===== src/rtl/iu_pkg.sv =====
package iu_pkg;
  localparam int unsigned OPC_W = 4;

  localparam logic [OPC_W-1:0] OPC_ADD  = 4'd0;
  localparam logic [OPC_W-1:0] OPC_ADDU = 4'd1;
  localparam logic [OPC_W-1:0] OPC_SUB  = 4'd2;
  localparam logic [OPC_W-1:0] OPC_SUBU = 4'd3;
  localparam logic [OPC_W-1:0] OPC_SLT  = 4'd4;
  localparam logic [OPC_W-1:0] OPC_SLTU = 4'd5;

  typedef enum logic [1:0] {
    SEL_ZERO = 2'd0,
    SEL_SUM  = 2'd1,
    SEL_LTS  = 2'd2,
    SEL_LTU  = 2'd3
  } res_sel_e;

  typedef struct packed {
    logic     subtract;
    logic     flag_en;
    logic     trap_en;
    res_sel_e sel;
  } ctrl_t;
endpackage


===== src/rtl/iu_imm_ext.sv =====
module iu_imm_ext #(
  parameter int unsigned IMM_W  = 16,
  parameter int unsigned DATA_W = 32
) (
  input  logic [IMM_W-1:0]  imm,
  output logic [DATA_W-1:0] imm_ext
);
  localparam int unsigned FILL_W = DATA_W - IMM_W;

  generate
    if (FILL_W > 0) begin : g_fill
      assign imm_ext = {{FILL_W{imm[IMM_W-1]}}, imm};
    end else begin : g_pass
      assign imm_ext = imm[DATA_W-1:0];
    end
  endgenerate
endmodule


===== src/rtl/iu_decode.sv =====
module iu_decode
  import iu_pkg::*;
(
  input  logic [OPC_W-1:0] opcode,
  output ctrl_t            ctrl
);
  always_comb begin
    ctrl = '{subtract: 1'b0, flag_en: 1'b0, trap_en: 1'b0, sel: SEL_ZERO};
    unique case (opcode)
      OPC_ADD:  ctrl = '{subtract: 1'b0, flag_en: 1'b1, trap_en: 1'b1, sel: SEL_SUM};
      OPC_ADDU: ctrl = '{subtract: 1'b0, flag_en: 1'b1, trap_en: 1'b0, sel: SEL_SUM};
      OPC_SUB:  ctrl = '{subtract: 1'b1, flag_en: 1'b1, trap_en: 1'b1, sel: SEL_SUM};
      OPC_SUBU: ctrl = '{subtract: 1'b1, flag_en: 1'b1, trap_en: 1'b0, sel: SEL_SUM};
      OPC_SLT:  ctrl = '{subtract: 1'b1, flag_en: 1'b0, trap_en: 1'b0, sel: SEL_LTS};
      OPC_SLTU: ctrl = '{subtract: 1'b1, flag_en: 1'b0, trap_en: 1'b0, sel: SEL_LTU};
      default:  ctrl = '{subtract: 1'b0, flag_en: 1'b0, trap_en: 1'b0, sel: SEL_ZERO};
    endcase
  end
endmodule


===== src/rtl/iu_adder.sv =====
module iu_adder #(
  parameter int unsigned DATA_W = 32
) (
  input  logic [DATA_W-1:0] a,
  input  logic [DATA_W-1:0] b,
  input  logic              subtract,
  output logic [DATA_W-1:0] sum,
  output logic              carry,
  output logic              ovf
);
  localparam int unsigned MSB = DATA_W - 1;

  logic [DATA_W-1:0] b_eff;

  // Subtraction reuses the adder: invert B and inject a carry-in of one.
  assign b_eff        = subtract ? ~b : b;
  assign {carry, sum} = {1'b0, a} + {1'b0, b_eff} + {{DATA_W{1'b0}}, subtract};
  // Overflow: both adder inputs share a sign that the sum does not.
  assign ovf          = (a[MSB] == b_eff[MSB]) && (sum[MSB] != a[MSB]);
endmodule


===== src/rtl/iu_compare.sv =====
module iu_compare #(
  parameter int unsigned DATA_W = 32
) (
  input  logic [DATA_W-1:0] diff,
  input  logic              carry,
  input  logic              ovf,
  output logic              lt_signed,
  output logic              lt_unsigned
);
  // Sign of the true difference survives an overflowing subtraction.
  assign lt_signed   = diff[DATA_W-1] ^ ovf;
  // No carry out of A + ~B + 1 means a borrow occurred: A < B unsigned.
  assign lt_unsigned = ~carry;
endmodule


===== src/rtl/iu_addsub.sv =====
module iu_addsub
  import iu_pkg::*;
#(
  parameter int unsigned DATA_W = 32,
  parameter int unsigned IMM_W  = 16
) (
  input  logic              clk,
  input  logic              rst,
  input  logic [DATA_W-1:0] op_a,
  input  logic [DATA_W-1:0] op_b,
  input  logic [IMM_W-1:0]  imm,
  input  logic              use_imm,
  input  logic [OPC_W-1:0]  opcode,
  output logic [DATA_W-1:0] result,
  output logic              ovf_flag,
  output logic              ovf_trap
);
  localparam int unsigned MSB = DATA_W - 1;

  ctrl_t             ctrl;
  logic [DATA_W-1:0] imm_ext;
  logic [DATA_W-1:0] opnd_b;
  logic [DATA_W-1:0] sum;
  logic              carry;
  logic              add_ovf;
  logic              lt_s;
  logic              lt_u;
  logic [DATA_W-1:0] res_nxt;
  logic              flag_nxt;

  iu_decode u_dec (
    .opcode (opcode),
    .ctrl   (ctrl)
  );

  iu_imm_ext #(.IMM_W(IMM_W), .DATA_W(DATA_W)) u_ext (
    .imm     (imm),
    .imm_ext (imm_ext)
  );

  assign opnd_b = use_imm ? imm_ext : op_b;

  iu_adder #(.DATA_W(DATA_W)) u_add (
    .a        (op_a),
    .b        (opnd_b),
    .subtract (ctrl.subtract),
    .sum      (sum),
    .carry    (carry),
    .ovf      (add_ovf)
  );

  iu_compare #(.DATA_W(DATA_W)) u_cmp (
    .diff        (sum),
    .carry       (carry),
    .ovf         (add_ovf),
    .lt_signed   (lt_s),
    .lt_unsigned (lt_u)
  );

  always_comb begin
    unique case (ctrl.sel)
      SEL_SUM: res_nxt = sum;
      SEL_LTS: res_nxt = {{(DATA_W-1){1'b0}}, lt_s};
      SEL_LTU: res_nxt = {{(DATA_W-1){1'b0}}, lt_u};
      default: res_nxt = '0;
    endcase
  end

  assign flag_nxt = add_ovf & ctrl.flag_en;

  always_ff @(posedge clk) begin
    if (rst) begin
      result   <= '0;
      ovf_flag <= 1'b0;
      ovf_trap <= 1'b0;
    end else begin
      result   <= res_nxt;
      ovf_flag <= flag_nxt;
      ovf_trap <= flag_nxt & ctrl.trap_en;
    end
  end

  // reset clears every output
  p_reset_clear_r1: assert property (@(posedge clk)
    rst |=> (result == '0 && !ovf_flag && !ovf_trap));

  // a trap request never appears without the raw flag
  p_trap_needs_flag_r5: assert property (@(posedge clk) disable iff (rst)
    ovf_trap |-> ovf_flag);

  // unsigned add/sub never request an exception
  p_unsigned_no_trap_r6: assert property (@(posedge clk) disable iff (rst)
    (opcode == OPC_ADDU || opcode == OPC_SUBU) |=> !ovf_trap);

  // mixed-sign addition never overflows
  p_no_overflow_r3: assert property (@(posedge clk) disable iff (rst)
    ((opcode == OPC_ADD || opcode == OPC_ADDU) && (op_a[MSB] != opnd_b[MSB]))
      |=> !ovf_flag);

  // same-sign subtraction never overflows
  p_no_overflow_r4: assert property (@(posedge clk) disable iff (rst)
    ((opcode == OPC_SUB || opcode == OPC_SUBU) && (op_a[MSB] == opnd_b[MSB]))
      |=> !ovf_flag);

  // set-less-than writes only 0 or 1; R10: no flags for it
  p_slt_boolean_r8: assert property (@(posedge clk) disable iff (rst)
    (opcode == OPC_SLT || opcode == OPC_SLTU)
      |=> (result[MSB:1] == '0 && !ovf_flag && !ovf_trap));

  // unused opcodes give zero outputs
  p_unused_zero_r10: assert property (@(posedge clk) disable iff (rst)
    (opcode > OPC_SLTU) |=> (result == '0 && !ovf_flag && !ovf_trap));
endmodule


===== config.mk =====
export PLATFORM = sky130hd
export DESIGN_NAME = iu_addsub
export DESIGN_NICKNAME = d
export VERILOG_FILES = /design/src/rtl/iu_pkg.sv /design/src/rtl/iu_imm_ext.sv /design/src/rtl/iu_decode.sv /design/src/rtl/iu_adder.sv /design/src/rtl/iu_compare.sv /design/src/rtl/iu_addsub.sv
export SDC_FILE = /design/constraint.sdc
export NUM_CORES = 1
export LEC_CHECK = 0
export ABC_AREA = 1
export ABC_CLOCK_PERIOD_IN_PS = 3600
export BUFFER_PORTS_ARGS = -buffer_cell sky130_fd_sc_hd__buf_2
export CAP_MARGIN = 20
export CORE_UTILIZATION = 47
export CTS_CLUSTER_SIZE = 40
export DETAILED_ROUTE_END_ITERATION = 6
export GPL_TIMING_DRIVEN = 0
export HOLD_SLACK_MARGIN = 0.1
export PLACE_DENSITY = 0.74
export REMOVE_ABC_BUFFERS = 1
export SLEW_MARGIN = 25
export SYNTH_ARGS = -nofsm -noshare
export SYNTH_HDL_FRONTEND = slang
export SYNTH_SLANG_ARGS = --single-unit
export TNS_END_PERCENT = 30

===== constraint.sdc =====
create_clock -name clk -period 3.6 [get_ports clk]
set_input_delay 0.54 -clock clk [delete_from_list [all_inputs] [get_ports clk]]
set_output_delay 0.54 -clock clk [all_outputs]
set_load 0.005 [all_outputs]

==> results of run 1 <==
## logic make-up (layout without fill, tap and decap cells)
| logic type | count (synthesis) | after routing |
|---|---|---|
| and+or+nand+nor | 231 | 231 |
| xor gates and xnor gates | 33 | 33 |
| buffers and inverters | 69 | 187 |
| AOI/OAI and AO/OA | 133 | 133 |
| adders and majority gates | 32 | 32 |
| DFF | 34 | 34 |
## state kept, by name (all words and copies together) (netlist names)
name / flops
result: 32
ovf_flag: 1
ovf_trap: 1
## per-stage QoR
| step | util (%) | instances |
|---|---|---|
| 2_1_floorplan | - | 521 |
| 3_3_place_gp | 59.3 | 737 |
| 3_5_place_dp | 59.7 | 738 |
| 4_1_cts | 61.1 | 746 |
| 5_1_grt | 61.1 | 746 |
| 6_report | 61.1 | 746 |
## cell usage in the layout, fill, tap and decap left out, drive strengths merged, types with 2 or more instances in the layout
cell type	n
nand3b	2
o21bai	2
inv	58
nor3	10
o21a	8
nand3	13
nor2	44
ha	31
nand4	5
o21ai	41
a21oi	73
buf	121
clkbuf	7
nor4	2
xor2	32
dfxtp	34
o221ai	2
nand2	153
a31oi	3
## layout make-up
type	count	area (um^2)	area share, %
tap	96	120	2.85
clock buffer	7	86.3	2.05
sequential	34	681	16.1
clock inverter	1	5.00	0.119
inverter	58	220	5.22
timing repair buffer	121	628	14.9
multi-input combinational	429	2480	58.7
## critical path: stages
cell	delay, ns
buf_2	0.11
nor2_1	0.16
nand2_1	0.12
nand2_2	0.41
buf_16	0.22
xor2_1	0.16
ha_1	0.29
a21oi_1	0.25
o21ai_0	0.15
a21oi_1	0.17
nand2_1	0.17
a21oi_1	0.31
o21ai_1	0.16
o21ai_1	0.16
a21oi_1	0.06
## how the worst max path moves through the flow
stage | startpoint | endpoint | slack, ns | cells past startpoint
after floorplan | opcode[2] | result[28] | 0.08 | 19
after global placement | opcode[2] | result[28] | -0.64 | 20
after detailed placement | opcode[2] | result[26] | 0.06 | 17
after CTS | opcode[2] | result[26] | 0.34 | 17
after global routing | opcode[2] | result[26] | 0.06 | 17
final | opcode[2] | result[26] | 0.32 | 15
## layer usage
layer | wire length (um) | global-route usage, % | vias up
met5 | 0 | 0 | -
met4 | 113 | 6.11 | 0
met3 | 420 | 3.41 | 10
met2 | 4160 | 42.4 | 86
met1 | 4370 | 33.0 | 1668
li1 | - | - | 1990
## Yosys cell counts, types with 3 or more instances
master | number | share of area, %
a31oi_1 | 3 | 0.55
ha_1 | 31 | 11
dfxtp_1 | 34 | 20
o21a_1 | 8 | 1.8
nand4_1 | 5 | 0.91
nor3_1 | 8 | 1.2
inv_2 | 3 | 0.33
clkbuf_1 | 6 | 0.66
o21ai_1 | 13 | 1.9
nand2_1 | 136 | 15
nor2_1 | 43 | 4.7
inv_1 | 54 | 5.9
xor2_1 | 32 | 8.2
nand3_2 | 3 | 0.88
a21oi_1 | 73 | 11
nand2_2 | 11 | 2.0
nand2_4 | 6 | 2.0
buf_2 | 4 | 0.58
nand3_1 | 10 | 1.5
o21ai_0 | 25 | 3.6
## where the power goes
| group | switching, mW | internal [mW] |
|---|---|---|
| Combinational | 0.491 | 0.294 |
| Sequential | 0.00509 | 0.400 |
| Clock | 0.150 | 0.155 |
| Total | 0.645 | 0.848 |
==> reports/metrics.csv, run 1 <==
metric,value,unit
outcome,completed,
ys.flop_type,dfxtp_1,
finalSetupViolCount,0,
clockBufferDepth,2,
dpl-instance-area,4130,um^2
cts_resized,0,
grt_first_pass_wirelength,15200,um
holdBufCountCts,0,
clock-sinks,34,
fin_setup_tns,0,ns
synth_xor_area_share,8.65,%
synth-compound-area-share,21.6,%
synthSimpleGateAreaFrac,30.1,%
core_area,6910,um^2
remaining_drc_errors,0,
die_w,87.4,um
area_delta_synth_final,23.0,%
diodes,0,
initial_core_util,49.7,%
critPathRequiredTime,3.77,ns
nFillCells,698,
drt-total-wl,9070,um
final-max-slew-violation-count,0,
gp_congestion,0.834,
rsz0062_at_grt,no,
path_clk_slew,0.08,ns
max_freq,0.305,GHz
first_iter_violations,145,
grt_antenna_before_repair,0,
hold_end,ovf_trap,
worstPathMaxFanout,16,
worst_slack,0.321,ns
route.vias.total,3754,
worst_slew_pin_slew,0.796,ns
clock-root-buffer,clkbuf_8,
grt_max_degree,33,
hold_start,opcode[0],
synth_warnings,0,
syn_area,3430,um^2
rows,30,
powerDensity,354,nW/um^2
place_ws,0.0575,ns
ys_types,39,
synth_edf_count,0,
drive_above_1_share,24.9,%
port_buffers,120,
fp.dieArea,7640,um^2
power,1.49,mW
die_y,87.4,um
hold_class,input pin to register,
worst_setup_path_end_kind,register,
design_area,4220,um^2
hold_depth,2,
dp_hpwl,7420,um
critical_path_class,input pin to register,
antenna_left,0,
async_flop_share,0,%
grt_overflow,0,
maxSlewHeadroom,46.9,%
via_per_inst,5.03,
track_usage,24.9,%
post-cts-setup-buffer-count,0,
seq_area_frac_synth,19.8,%
cellLeakagePower,2.32,nW
syn_area_per_cell,6.45,um^2
synthCells,532,
peakVddDrop,0.000195,V
cp.arrival,3.45,ns
synth_top_family_by_area,simple AND/OR/NAND/NOR gates,
numCtsBuffers,5,
dr.pass1.iters,4,
fin_nets,768,
drv_cap,0,
cts_tree,built,
grt_pass1_vias,3488,
finalCritPeriodShare,91.1,%
synth-seq-cells,34,
synthMuxAreaShare,0,%
io_pins,121,
synthAdderAreaFrac,11.9,%
start_kind,input pin,
hold_viol_final,0,
fin_crit,3.28,ns
holdWs,0.439,ns
wl_per_cell,12.2,um
htree_levels,2,
Power figures use the tool's default switching activity.
==> run 2: changes to the inputs <==
--- a/config.mk
+++ b/config.mk
@@ -9,12 +9,12 @@
 export ABC_CLOCK_PERIOD_IN_PS = 3600
 export BUFFER_PORTS_ARGS = -buffer_cell sky130_fd_sc_hd__buf_2
 export CAP_MARGIN = 20
-export CORE_UTILIZATION = 47
+export CORE_UTILIZATION = 51
 export CTS_CLUSTER_SIZE = 40
 export DETAILED_ROUTE_END_ITERATION = 6
 export GPL_TIMING_DRIVEN = 0
 export HOLD_SLACK_MARGIN = 0.1
-export PLACE_DENSITY = 0.74
+export PLACE_DENSITY_LB_ADDON = 0.25
 export REMOVE_ABC_BUFFERS = 1
 export SLEW_MARGIN = 25
 export SYNTH_ARGS = -nofsm -noshare
==> run 2 against run 1 <==
Compared with the run above: the run now ends with design-rule violations left; critical path depth unchanged; global-route usage up 1.7 points; maximum frequency up 1.1%; combinational power about the same; wire length up 0.11%; power up 2.8%; worst setup slack better by 0.036 ns; clock power up 13%; sequential cell count unchanged; largest power group unchanged.
==> reports/metrics.csv, run 2 (synthesis results as in run 1) <==
metric,value,unit,change
critical_path_class,input pin to register,,unchanged
drt-total-wl,9080,um,was 9070 um
final-max-slew-violation-count,0,,unchanged
worst-path-buf-inv,2,,unchanged
finalSetupViolCount,0,,unchanged
design_area,4210,um^2,was 4220 um^2
via_per_inst,5.17,,was 5.03
powerDensity,364,nW/um^2,was 354 nW/um^2
clockBufferDepth,2,,unchanged
mostFrequentLayoutCells,"nand2_1 (135), buf_2 (120), a21oi_1 (73)",,unchanged
crit_top_cell,a21oi_1,,unchanged
cp.arrival,3.42,ns,was 3.45 ns
drive_above_1_share,25.1,%,was 24.9%
max_freq,0.308,GHz,was 0.305 GHz
area_delta_synth_final,22.8,%,was 23.0%
dpl-instance-area,4100,um^2,was 4130 um^2
grt_pass1_vias,3514,,was 3488
diodes,0,,unchanged
die_w,84.0,um,was 87.4 um
initial_core_util,53.4,%,was 49.7%
rsz0062_at_grt,no,,unchanged
fin_crit,3.24,ns,was 3.28 ns
cts_tree,built,,unchanged
hold_class,input pin to register,,unchanged
post-cts-setup-buffer-count,0,,unchanged
fin_util,65.6,%,was 61.1%
rows,29,,was 30
port_buffers,120,,unchanged
grt_antenna_before_repair,0,,unchanged
critPathTopFamily,compound AO/OA/AOI/OAI gates,,unchanged
io_pins,121,,unchanged
final_common_cell,nand2_1,,unchanged
remaining_drc_errors,16,,was 0
drv_cap,0,,unchanged
worst_slack,0.358,ns,was 0.321 ns
track_usage,26.5,%,was 24.9%
nFillCells,627,,was 698
peakVddDrop,0.000180,V,was 0.000195 V
holdBufCountCts,0,,unchanged
numCtsBuffers,5,,unchanged
antenna_left,0,,unchanged
start_kind,input pin,,unchanged
clock-sinks,34,,unchanged
htree_levels,2,,unchanged
path_clk_slew,0.07,ns,was 0.08 ns
cellLeakagePower,2.33,nW,was 2.32 nW
worst_setup_path_end_kind,register,,unchanged
fp.dieArea,7060,um^2,was 7640 um^2
dr.pass1.iters,7,,was 4
regMostFlops,result,,unchanged
place_ws,0.0812,ns,was 0.0575 ns
core_area,6420,um^2,was 6910 um^2
worstPathMaxFanout,16,,unchanged
grt_overflow,0,,unchanged
finalCritPeriodShare,90.1,%,was 91.1%
grt_first_pass_wirelength,15300,um,was 15200 um
hold_viol_final,0,,unchanged
route.vias.total,3757,,was 3754
crit_slowest_cell,nand2_2,,unchanged
die_y,84.0,um,was 87.4 um
gp_congestion,0.844,,was 0.834
clock-root-buffer,clkbuf_8,,unchanged
first_iter_violations,205,,was 145
slowest_delay,0.42,ns,was 0.41 ns
fin_nets,768,,unchanged
outcome,"complete, but fails checks",,was completed
cts_resized,0,,unchanged
cp_cell_sequence,"buf_2, nor2_1, nand2_1, nand2_2, buf_16, xor2_1, ha_1, a21oi_1, o21ai_0, a21oi_1, nand2_1, a21oi_1, o21ai_1, o21ai_1, a21oi_1",,unchanged
maxSlewHeadroom,46.7,%,was 46.9%
worst_slew_pin_slew,0.798,ns,was 0.796 ns
grt_max_degree,33,,unchanged
failed_checks,design-rule violations,,
top_regs,"result (32), ovf_flag (1), ovf_trap (1)",,unchanged
largest_reg_flops,32,,unchanged
wl_per_cell,12.5,um,was 12.2 um
critPathRequiredTime,3.78,ns,was 3.77 ns
dp_hpwl,7350,um,was 7420 um
-- run 2: cell count changes in the layout (fill, tap and decap cells not counted) --
cell and delta:
clkbuf_8 +2, clkinv_2 -1, clkbuf_1 -1
-- run 2: metal layers --
metal / share of wire, % / wire [um] / global-route usage [%] / up-vias
met1: 47 / 4290 / 34.1 / 1647
met2: 47 / 4240 / 45.8 / 113
met4: 1.1 / 97 / 7.52 / 0
met3: 4.9 / 446 / 4.06 / 8
met5: 0 / 0 / 0 / -
li1: - / - / - / 1989
-- run 2: layout make-up --
type	count	area [um^2]	share of cell area [%]
Sequential cell	34	681	16.2
Tap cell	77	96.3	2.29
Timing Repair Buffer	121	628	14.9
Clock buffer	8	110	2.61
Multi-Input combinational cell	429	2480	58.8
Inverter	58	220	5.23
-- run 2: power breakdown --
part | internal (mW) | switching (mW)
Sequential | 0.400 | 0.00514
Combinational | 0.294 | 0.493
Clock | 0.193 | 0.150
Total | 0.887 | 0.648
-- run 2: path summary, 6_finish.rpt --
kind | start | endpoint | slack, ns | cells past startpoint
setup / recovery | opcode[2] | result[26] | 0.36 | 15
hold / removal | opcode[0] | ovf_trap | 0.45 | 2
-- run 2: through the flow --
step / hold WS [ns] / TNS (ns) / instances / power [mW]
after floorplan: 0.609 / 0 / 521 / 0.979
after global placement: 0.742 / -9.45 / 718 / 1.17
after detailed placement: 0.754 / 0 / 719 / 1.19
after CTS: 0.444 / 0 / 727 / 1.54
after global routing: 0.455 / 0 / 727 / 1.65
final: 0.449 / 0 / 727 / 1.53
==> run 3: changes to the inputs <==
--- a/config.mk
+++ b/config.mk
@@ -9,7 +9,9 @@
 export ABC_CLOCK_PERIOD_IN_PS = 3600
 export BUFFER_PORTS_ARGS = -buffer_cell sky130_fd_sc_hd__buf_2
 export CAP_MARGIN = 20
-export CORE_UTILIZATION = 51
+export CELL_PAD_IN_SITES_DETAIL_PLACEMENT = 2
+export CELL_PAD_IN_SITES_GLOBAL_PLACEMENT = 2
+export CORE_UTILIZATION = 26
 export CTS_CLUSTER_SIZE = 40
 export DETAILED_ROUTE_END_ITERATION = 6
 export GPL_TIMING_DRIVEN = 0
==> run 3 against run 2 <==
Compared with the run above: non-clock buffer count stayed put; largest power group unchanged; global-route usage down 6.8 points; the run now ends clean; final area rose by 3.4%; critical path depth is the same.
==> reports/metrics.csv, run 3 (synthesis results as in run 1) <==
metric,value,unit,change
worst_slew_pin_slew,0.844,ns,was 0.798 ns
io_pins,121,,unchanged
dpl-instance-area,4210,um^2,was 4100 um^2
hold_depth,2,,unchanged
clockBufferDepth,2,,unchanged
fp.dieArea,13700,um^2,was 7060 um^2
dp_cells,814,,was 719
path_clk_slew,0.06,ns,was 0.07 ns
mostFrequentLayoutCells,"nand2_1 (134), buf_2 (120), a21oi_1 (73)",,"was nand2_1 (135), buf_2 (120), a21oi_1 (73)"
cellLeakagePower,2.33,nW,about the same
hold_end,ovf_trap,,unchanged
grt_first_pass_wirelength,20800,um,was 15300 um
remaining_drc_errors,0,,was 16
gp_congestion,0.807,,was 0.844
maxSlewHeadroom,43.7,%,was 46.7%
outcome,completed,,"was complete, but fails checks"
htree_levels,2,,unchanged
port_buffers,120,,unchanged
cts_resized,0,,unchanged
met3WireLength,433,um,was 446 um
numCtsBuffers,5,,unchanged
finalCritPeriodShare,92.4,%,was 90.1%
track_usage,19.8,%,was 26.5%
diodes,0,,unchanged
fin_crit,3.33,ns,was 3.24 ns
dp_hpwl,10500,um,was 7350 um
met1_length,5830,um,was 4290 um
die_w,117,um,was 84.0 um
route.vias.total,3962,,was 3757
cts_tree,built,,unchanged
via_per_inst,4.83,,was 5.17
dr.pass1.iters,4,,was 7
cp.arrival,3.50,ns,was 3.42 ns
hold_start,opcode[0],,unchanged
fin_nets,768,,unchanged
drt-total-wl,12900,um,was 9080 um
start_kind,input pin,,unchanged
top_layer,met4,,unchanged
peakVddDrop,0.000146,V,was 0.000180 V
drv_cap,0,,unchanged
top_regs,"result (32), ovf_flag (1), ovf_trap (1)",,unchanged
clock-sinks,34,,unchanged
holdWs,0.464,ns,was 0.449 ns
regMostFlops,result,,unchanged
wl_per_cell,15.7,um,was 12.5 um
area_delta_synth_final,27.0,%,was 22.8%
drive_above_1_share,24.8,%,was 25.1%
hold_viol_final,0,,unchanged
worst_setup_path_end_kind,register,,unchanged
die_y,117,um,was 84.0 um
hold_class,input pin to register,,unchanged
critical_path_class,input pin to register,,unchanged
grt_overflow,0,,unchanged
powerDensity,383,nW/um^2,was 364 nW/um^2
largest_reg_flops,32,,unchanged
clock-root-buffer,clkbuf_16,,was clkbuf_8
rows,41,,was 29
max_freq,0.301,GHz,was 0.308 GHz
final_common_cell,nand2_1,,unchanged
grt_max_degree,33,,unchanged
first_iter_violations,86,,was 205
holdBufCountCts,0,,unchanged
critPathRequiredTime,3.77,ns,was 3.78 ns
design_area,4350,um^2,was 4210 um^2
worstPathMaxFanout,21,,was 16
met2_length,6400,um,was 4240 um
grt_pass1_vias,4284,,was 3514
final_cells,821,,was 727
initial_core_util,27.0,%,was 53.4%
core_area,12700,um^2,was 6420 um^2
finalSetupViolCount,0,,unchanged
grt_antenna_before_repair,0,,unchanged
rsz0062_at_grt,no,,unchanged
final-max-slew-violation-count,0,,unchanged
antenna_left,0,,unchanged
post-cts-setup-buffer-count,0,,unchanged
run 3: cell types whose count changed in the layout (fill, tap and decap cells not counted):
cell / delta
buf_16: -1
clkbuf_8: -8
nand2_4: +1
nand2_1: -1
clkbuf_1: +2
clkbuf_16: +5
buf_12: +1
run 3: layout make-up:
class / count / area (um^2)
repair buffers: 121 / 621
well taps: 172 / 215
fillers: 1620 / 8370
clock buffers: 7 / 133
inverters: 58 / 220
multi-input cells: 429 / 2480
flip-flops and latches: 34 / 681
run 3: routing by layer:
metal | vias up | track usage, %
met2 | 87 | 36.4
met3 | 17 | 3.04
li1 | 1986 | -
met4 | 0 | 5.23
met5 | - | 0
met1 | 1872 | 23.8
run 3: how the worst max path moves through the flow:
stage | from | to | slack, ns
after global placement | opcode[2] | result[28] | -0.77
after floorplan | opcode[2] | result[28] | 0.08
after CTS | use_imm | result[31] | 0.19
final | opcode[2] | result[26] | 0.27
after detailed placement | use_imm | result[31] | -0.11
after global routing | opcode[2] | result[26] | 0.02
run 3: worst max-delay path: stages:
cell     delay, ns
buf_2         0.13
nor2_1        0.18
nand2_1       0.16
nand2_4       0.23
buf_12        0.22
xor2_1        0.20
ha_1          0.31
a21oi_1       0.22
o21ai_0       0.20
a21oi_1       0.21
nand2_1       0.20
a21oi_1       0.33
o21ai_1       0.15
o21ai_1       0.14
a21oi_1       0.06
run 3: through the flow:
step / worst slack (ns) / TNS [ns] / util [%] / power [mW]
2_1_floorplan: 0.0793 / 0 / - / 0.979
3_3_place_gp: -0.769 / -12.89 / 32.9 / 1.21
3_5_place_dp: -0.109 / -0.349 / 33.1 / 1.25
4_1_cts: 0.187 / 0 / 34.2 / 1.70
5_1_grt: 0.0180 / 0 / 34.2 / 1.81
6_report: 0.274 / 0 / 34.2 / 1.67
run 3: where the power goes:
part           leakage [nW]  switching (mW)  internal [mW]  total [mW]
Clock                0.0640           0.170          0.253       0.424
Combinational          1.99           0.540          0.296       0.837
Sequential            0.277         0.00581          0.401       0.406
